==> src/rtl/sag_pkg.sv <==
package sag_pkg;
  typedef enum logic [1:0] {
    SEG_EXTRA = 2'd0,
    SEG_CODE  = 2'd1,
    SEG_STACK = 2'd2,
    SEG_DATA  = 2'd3
  } seg_code_e;

  typedef enum logic [2:0] {
    AM_DISP    = 3'd0,
    AM_BX      = 3'd1,
    AM_BP      = 3'd2,
    AM_SI      = 3'd3,
    AM_DI      = 3'd4,
    AM_BX_SI   = 3'd5,
    AM_BX_DI   = 3'd6,
    AM_BP_SI   = 3'd7
  } addr_mode_e;

  localparam int NUM_SEGS = 4;
  localparam int LANES    = 2;
endpackage

==> src/rtl/sag_offset.sv <==
module sag_offset #(
  parameter int OFS_W = 16
) (
  input  logic [2:0]       mode,
  input  logic [OFS_W-1:0] reg_bx,
  input  logic [OFS_W-1:0] reg_bp,
  input  logic [OFS_W-1:0] reg_si,
  input  logic [OFS_W-1:0] reg_di,
  input  logic [OFS_W-1:0] disp,
  output logic [OFS_W-1:0] eff_ofs,
  output logic             uses_bp
);
  import sag_pkg::*;

  function automatic logic [OFS_W-1:0] sum3(input logic [OFS_W-1:0] a,
                                            input logic [OFS_W-1:0] b,
                                            input logic [OFS_W-1:0] c);
    return a + b + c;
  endfunction

  logic [OFS_W-1:0] base_term;
  logic [OFS_W-1:0] index_term;

  always_comb begin
    base_term  = '0;
    index_term = '0;
    uses_bp    = 1'b0;
    unique case (addr_mode_e'(mode))
      AM_DISP:  ;
      AM_BX:    base_term = reg_bx;
      AM_BP:    begin base_term = reg_bp; uses_bp = 1'b1; end
      AM_SI:    index_term = reg_si;
      AM_DI:    index_term = reg_di;
      AM_BX_SI: begin base_term = reg_bx; index_term = reg_si; end
      AM_BX_DI: begin base_term = reg_bx; index_term = reg_di; end
      AM_BP_SI: begin base_term = reg_bp; index_term = reg_si; uses_bp = 1'b1; end
      default:  ;
    endcase
  end

  assign eff_ofs = sum3(base_term, index_term, disp);
endmodule

==> src/rtl/sag_segsel.sv <==
module sag_segsel #(
  parameter int SEG_W = 16
) (
  input  logic             uses_bp,
  input  logic             ovr_en,
  input  logic [1:0]       ovr_sel,
  input  logic [SEG_W-1:0] seg_es,
  input  logic [SEG_W-1:0] seg_cs,
  input  logic [SEG_W-1:0] seg_ss,
  input  logic [SEG_W-1:0] seg_ds,
  output logic [1:0]       seg_code,
  output logic [SEG_W-1:0] seg_val
);
  import sag_pkg::*;

  logic [SEG_W-1:0] seg_bank [NUM_SEGS];
  logic [1:0]       dflt_code;

  assign seg_bank[SEG_EXTRA] = seg_es;
  assign seg_bank[SEG_CODE]  = seg_cs;
  assign seg_bank[SEG_STACK] = seg_ss;
  assign seg_bank[SEG_DATA]  = seg_ds;

  assign dflt_code = uses_bp ? SEG_STACK : SEG_DATA;
  assign seg_code  = ovr_en ? ovr_sel : dflt_code;
  assign seg_val   = seg_bank[seg_code];
endmodule

==> src/rtl/sag_seq.sv <==
module sag_seq #(
  parameter int OFS_W     = 16,
  parameter int SEG_SHIFT = 4,
  localparam int PHYS_W   = OFS_W + SEG_SHIFT
) (
  input  logic              clk,
  input  logic              rst_n,
  input  logic              req_valid,
  input  logic              word_acc,
  input  logic [OFS_W-1:0]  eff_ofs,
  input  logic [1:0]        seg_code,
  input  logic [OFS_W-1:0]  seg_val,
  output logic              bus_valid,
  output logic [PHYS_W-1:0] phys_addr,
  output logic [1:0]        seg_used,
  output logic [1:0]        byte_en,
  output logic              two_cycle,
  output logic              second_phase,
  output logic              split_pending,
  output logic              req_taken
);
  function automatic logic [PHYS_W-1:0] phys_of(input logic [OFS_W-1:0] seg,
                                                input logic [OFS_W-1:0] ofs);
    logic [PHYS_W-1:0] shifted;
    shifted = PHYS_W'(seg) << SEG_SHIFT;
    return shifted + PHYS_W'(ofs);
  endfunction

  logic [OFS_W-1:0] held_seg;
  logic [OFS_W-1:0] held_ofs;
  logic [OFS_W-1:0] next_ofs;
  logic             odd_word;

  assign split_pending = bus_valid & two_cycle & ~second_phase;
  assign req_taken     = req_valid & ~split_pending;
  assign odd_word      = word_acc & eff_ofs[0];
  assign next_ofs      = held_ofs + OFS_W'(1);

  always_ff @(posedge clk) begin
    if (!rst_n) begin
      bus_valid    <= 1'b0;
      phys_addr    <= '0;
      seg_used     <= '0;
      byte_en      <= '0;
      two_cycle    <= 1'b0;
      second_phase <= 1'b0;
      held_seg     <= '0;
      held_ofs     <= '0;
    end else if (split_pending) begin
      bus_valid    <= 1'b1;
      phys_addr    <= phys_of(held_seg, next_ofs);
      byte_en      <= 2'b01;
      second_phase <= 1'b1;
      held_ofs     <= next_ofs;
    end else if (req_taken) begin
      bus_valid    <= 1'b1;
      phys_addr    <= phys_of(seg_val, eff_ofs);
      seg_used     <= seg_code;
      two_cycle    <= odd_word;
      second_phase <= 1'b0;
      held_seg     <= seg_val;
      held_ofs     <= eff_ofs;
      if (word_acc && !eff_ofs[0]) byte_en <= 2'b11;
      else if (eff_ofs[0])         byte_en <= 2'b10;
      else                         byte_en <= 2'b01;
    end else begin
      bus_valid    <= 1'b0;
      byte_en      <= '0;
      two_cycle    <= 1'b0;
      second_phase <= 1'b0;
    end
  end
endmodule

==> src/rtl/seg_addr_gen.sv <==
module seg_addr_gen #(
  parameter int OFS_W     = 16,
  parameter int SEG_SHIFT = 4,
  localparam int PHYS_W   = OFS_W + SEG_SHIFT
) (
  input  logic              clk,
  input  logic              rst_n,
  input  logic              req_valid,
  input  logic [2:0]        mode,
  input  logic              word_acc,
  input  logic [OFS_W-1:0]  reg_bx,
  input  logic [OFS_W-1:0]  reg_bp,
  input  logic [OFS_W-1:0]  reg_si,
  input  logic [OFS_W-1:0]  reg_di,
  input  logic [OFS_W-1:0]  disp,
  input  logic [OFS_W-1:0]  seg_es,
  input  logic [OFS_W-1:0]  seg_cs,
  input  logic [OFS_W-1:0]  seg_ss,
  input  logic [OFS_W-1:0]  seg_ds,
  input  logic              ovr_en,
  input  logic [1:0]        ovr_sel,
  output logic              bus_valid,
  output logic [PHYS_W-1:0] phys_addr,
  output logic [1:0]        seg_used,
  output logic [1:0]        byte_en,
  output logic              two_cycle,
  output logic              second_phase
);
  logic [OFS_W-1:0] eff_ofs;
  logic             uses_bp;
  logic [1:0]       seg_code;
  logic [OFS_W-1:0] seg_val;
  logic             split_pending;
  logic             req_taken;

  sag_offset #(.OFS_W(OFS_W)) u_offset (
    .mode    (mode),
    .reg_bx  (reg_bx),
    .reg_bp  (reg_bp),
    .reg_si  (reg_si),
    .reg_di  (reg_di),
    .disp    (disp),
    .eff_ofs (eff_ofs),
    .uses_bp (uses_bp)
  );

  sag_segsel #(.SEG_W(OFS_W)) u_segsel (
    .uses_bp  (uses_bp),
    .ovr_en   (ovr_en),
    .ovr_sel  (ovr_sel),
    .seg_es   (seg_es),
    .seg_cs   (seg_cs),
    .seg_ss   (seg_ss),
    .seg_ds   (seg_ds),
    .seg_code (seg_code),
    .seg_val  (seg_val)
  );

  sag_seq #(.OFS_W(OFS_W), .SEG_SHIFT(SEG_SHIFT)) u_seq (
    .clk           (clk),
    .rst_n         (rst_n),
    .req_valid     (req_valid),
    .word_acc      (word_acc),
    .eff_ofs       (eff_ofs),
    .seg_code      (seg_code),
    .seg_val       (seg_val),
    .bus_valid     (bus_valid),
    .phys_addr     (phys_addr),
    .seg_used      (seg_used),
    .byte_en       (byte_en),
    .two_cycle     (two_cycle),
    .second_phase  (second_phase),
    .split_pending (split_pending),
    .req_taken     (req_taken)
  );
endmodule

==> config.mk <==
export PLATFORM = sky130hd
export DESIGN_NAME = seg_addr_gen
export DESIGN_NICKNAME = d
export VERILOG_FILES = /design/src/rtl/sag_pkg.sv /design/src/rtl/sag_offset.sv /design/src/rtl/sag_segsel.sv /design/src/rtl/sag_seq.sv /design/src/rtl/seg_addr_gen.sv
export SDC_FILE = /design/constraint.sdc
export NUM_CORES = 1
export LEC_CHECK = 0
export BUFFER_PORTS_ARGS = -buffer_cell sky130_fd_sc_hd__buf_2
export CORE_AREA = 2 2 118 120
export DETAILED_ROUTE_END_ITERATION = 7
export DIE_AREA = 0 0 120 122
export MAX_ROUTING_LAYER = met4
export PLACE_DENSITY = 0.68
export REMOVE_ABC_BUFFERS = 1
export SYNTH_ARGS = -nofsm -noshare
export SYNTH_HDL_FRONTEND = slang
export SYNTH_HIERARCHICAL = 1
export SYNTH_SLANG_ARGS = --single-unit
==> constraint.sdc <==
create_clock -name clk -period 5.3 [get_ports clk]
set_input_delay 0.795 -clock clk [delete_from_list [all_inputs] [get_ports clk]]
set_output_delay 0.795 -clock clk [all_outputs]
set_load 0.02 [all_outputs]
==> results.cfg <==
[floorplanning]
die_width_um = 120
core_area_sq_um = 13500
io_pins = 181
die_y_um = 122
rows = 43
die-area_sq_um = 14640
start_util_pct = 43.34

[run]
drv_cap = 0

[status]
run_status = complete, no violations

[routing]
vias = 5711
wl_per_cell_um = 15.02
viasPerCell = 5.413
drt.antenna.violating_nets = 0
first_iter_violations = 349
wl_um = 15850
remaining_drc_errors = 0
firstDrtPassIters = 5

[grt]
grt-ovfl-total = 0
grt_max_degree = 56
grt_pass1_wl_um = 25850
grt_pass1_vias = 5311
antenna_found_initial = 0
use_met2_pct = 36.36
grtUsageTotal_pct = 22.18
grt_use_met3_pct = 2.200
use_met1_pct = 30.16
grt_busiest_layer = met2

[final_layout]
drive_gt1_share_pct = 26.74
finalNetCount = 1087
utilization_pct = 52.59
syn_to_final_growth_pct = 21.33
diodes = 0
stdcell_count = 1055

[clock_tree]
post-cts-setup-buffer-count = 0
cts_max_level = 2
clock_sinks = 55
cts.path.max_buffers = 2
clkLatencyLatePin_ns = 0.30
clkTransAtPathRegs_ns = 0.07
clockRootBuffer = clkbuf_16
cts_buffers = 5
cts_tree = built

[logic_synthesis]
synthFlopType = dfxtp_1
synth.avg_cell_area_sq_um = 8.244
synth_edf_count = 0
synthCells = 710
muxShareOfSynthArea_pct = 12.98
synth_top_family_by_area = compound AO/OA/AOI/OAI gates
yosysWarnings = 6
yosysTopAreaCell = dfxtp_1
netlist_top_cells_area = dfxtp_1, ha_1, fa_1, mux2i_1, nand2_1
synth.most_common_cell = nand2_1
synthArstFlopShare_pct = 0
synthSimpleGateAreaFrac_pct = 16.57
seq_area_frac_synth_pct = 18.81
synth_xor_area_share_pct = 7.439
yosys_register_bits = 55
synthTopCellsByCount = nand2_1, a21oi_1, dfxtp_1
synth_area_sq_um = 5853
synth.distinct_cells = 70
synth-compound-area-share_pct = 23.34
synth_top_area_share_pct = 18.81
synthAdderAreaFrac_pct = 14.92

[setup_path]
critPathLaunchType = input pin
endpoint_kind = flip-flop
reg2reg_to = u_seq/phys_addr[17]
path_max_fanout = 14
cp-startpoint = mode[2]
crit_end = u_seq/phys_addr[14]
ff2ff_path_depth = 12
path_class = in2reg
ff2ff_setup_slack_ns = 2.01
cp.arrival_ns = 5.13
r2r-start = u_seq/phys_addr[0]
cp.required_ns = 5.50

[hold_path]
hold_path.class = reg2reg

[sta]
relSlewSlack_pct = 46.66
timing.fmax_mhz = 203.0
finalMaxSlewViolations = 0
hold_viol = 0
post-route-min-period_ns = 4.927
whs_ns = 0.4580
min_period_over_period_pct = 92.95
setup_viol = 0
tns_ns = 0
worst_pin_slew_ns = 0.7982
finClkSkew_ns = 0.005057

[power_and_ir_drop]
power_frac_clock_pct = 17.8
switching_share_pct = 42.17
p_sw_mw = 1.018
vdd_drop_max_mv = 0.1890
power.density_nw_per_um2 = 340.0
seqPwrFrac_pct = 23.2
power.leakage_nw = 3.436
internal_power_mw = 1.396
p_comb_share_pct = 59.0

[placement]
place.gp.congestion = 0.9498
dp_cells = 1047
io_buffer_count = 180
dp_hpwl_um = 12780
critical path, stage by stage:
cell,delay [ns]
buf_2,0.12
buf_4,0.26
mux2i_1,0.22
o21ai_1,0.10
fa_1,0.52
ha_1,0.16
inv_1,0.05
fa_1,0.43
nor2b_4,0.15
nor3_2,0.05
o21ai_2,0.14
and2_1,0.18
nor2_1,0.06
xnor2_1,0.24
ha_1,0.34
a21oi_1,0.20
nor3b_2,0.23
a21oi_1,0.14
a21oi_1,0.23
xnor2_1,0.14
mux2i_1,0.09
a211oi_1,0.28
placed cells by master (no fill, tap or decap), types with 7 or more instances in the layout:
cell type	netlist	layout
nand2_1	90	90
and2_1	7	7
dfxtp_1	55	55
xnor2_1	31	31
nand3_1	13	13
o21ai_1	27	27
a21o_1	8	8
buf_2	11	180
mux2i_1	35	35
mux4_1	7	7
nor2_1	50	50
a31oi_1	8	8
ha_1	41	41
a221oi_1	7	7
and3_1	7	7
fa_1	18	18
inv_1	38	38
buf_4	5	15
o21ai_0	22	22
a22o_1	17	17
a211oi_1	16	16
a21oi_1	58	58
xor2_1	15	15
nor2b_1	9	8
mux4_2	9	9
nand2b_1	8	8
what timing repair did:
item / 4_1_cts / 5_1_grt
gates resized for setup: 0 / 2
hold buffers: 0 / 0
setup endpoints to repair: 0 / 2
stage by stage:
stage	power, mW	setup slack [ns]	area [sq um]
final	2.414	0.3734	7102
after global routing	2.598	-0.003030	7102
after CTS	2.409	0.2827	7094
after detailed placement	1.964	0.05744	6902
after global placement	1.958	0.1593	6902
after floorplan	1.597	0.3198	5663
registers in the layout, summed over array words and instances (netlist names):
signal and cells:
u_seq/second_phase 1, u_seq/bus_valid 1, u_seq/phys_addr 20, u_seq/held_seg 16, u_seq/two_cycle 1, u_seq/seg_used 2, u_seq/byte_en 2, u_seq/held_ofs 12
power by group through the flow:
stage	sequential (mW)	combinational, mW	clock [mW]
2_1_floorplan	0.617	0.980	0
3_3_place_gp	0.568	1.39	0
3_5_place_dp	0.569	1.40	0
4_1_cts	0.560	1.41	0.440
5_1_grt	0.572	1.58	0.449
6_report	0.559	1.42	0.431
cells by family (layout without fill, tap and decap cells):
group / count (synthesis) / count (layout)
simple gates: 209 / 209
compound gates: 207 / 207
buf+inv: 80 / 245
fa+ha+maj: 59 / 59
flops: 55 / 55
mux: 52 / 52
xor+xnor: 48 / 48
routing by layer:
metal	wire length, um	vias up
met5	0	-
met3	794	14
met1	7486	2633
met4	151	0
met2	7418	177
li1	-	2887
final cells by class:
| type | instances | area, sq um |
|---|---|---|
| Fill cell | 1345 | 6402 |
| Multi-Input combinational cell | 575 | 4412 |
| Sequential cell | 55 | 1101 |
| Timing Repair Buffer | 195 | 1013 |
| Tap cell | 180 | 225.2 |
| Inverter | 42 | 157.7 |
| Clock buffer | 5 | 125.1 |
| Clock inverter | 3 | 67.56 |
worst min path at each step:
stage | from | endpoint | slack (ns) | cells after the start
6_report | u_seq/seg_used[1] | u_seq/seg_used[1] | 0.46 | 2
5_1_grt | u_seq/held_seg[11] | u_seq/held_seg[11] | 0.48 | 2
4_1_cts | u_seq/seg_used[1] | u_seq/seg_used[1] | 0.46 | 2
3_5_place_dp | u_seq/seg_used[1] | u_seq/seg_used[1] | 0.45 | 2
3_3_place_gp | u_seq/seg_used[1] | u_seq/seg_used[1] | 0.44 | 2
2_1_floorplan | u_seq/held_seg[0] | u_seq/held_seg[0] | 0.44 | 2
Power figures use the tool's default switching activity.
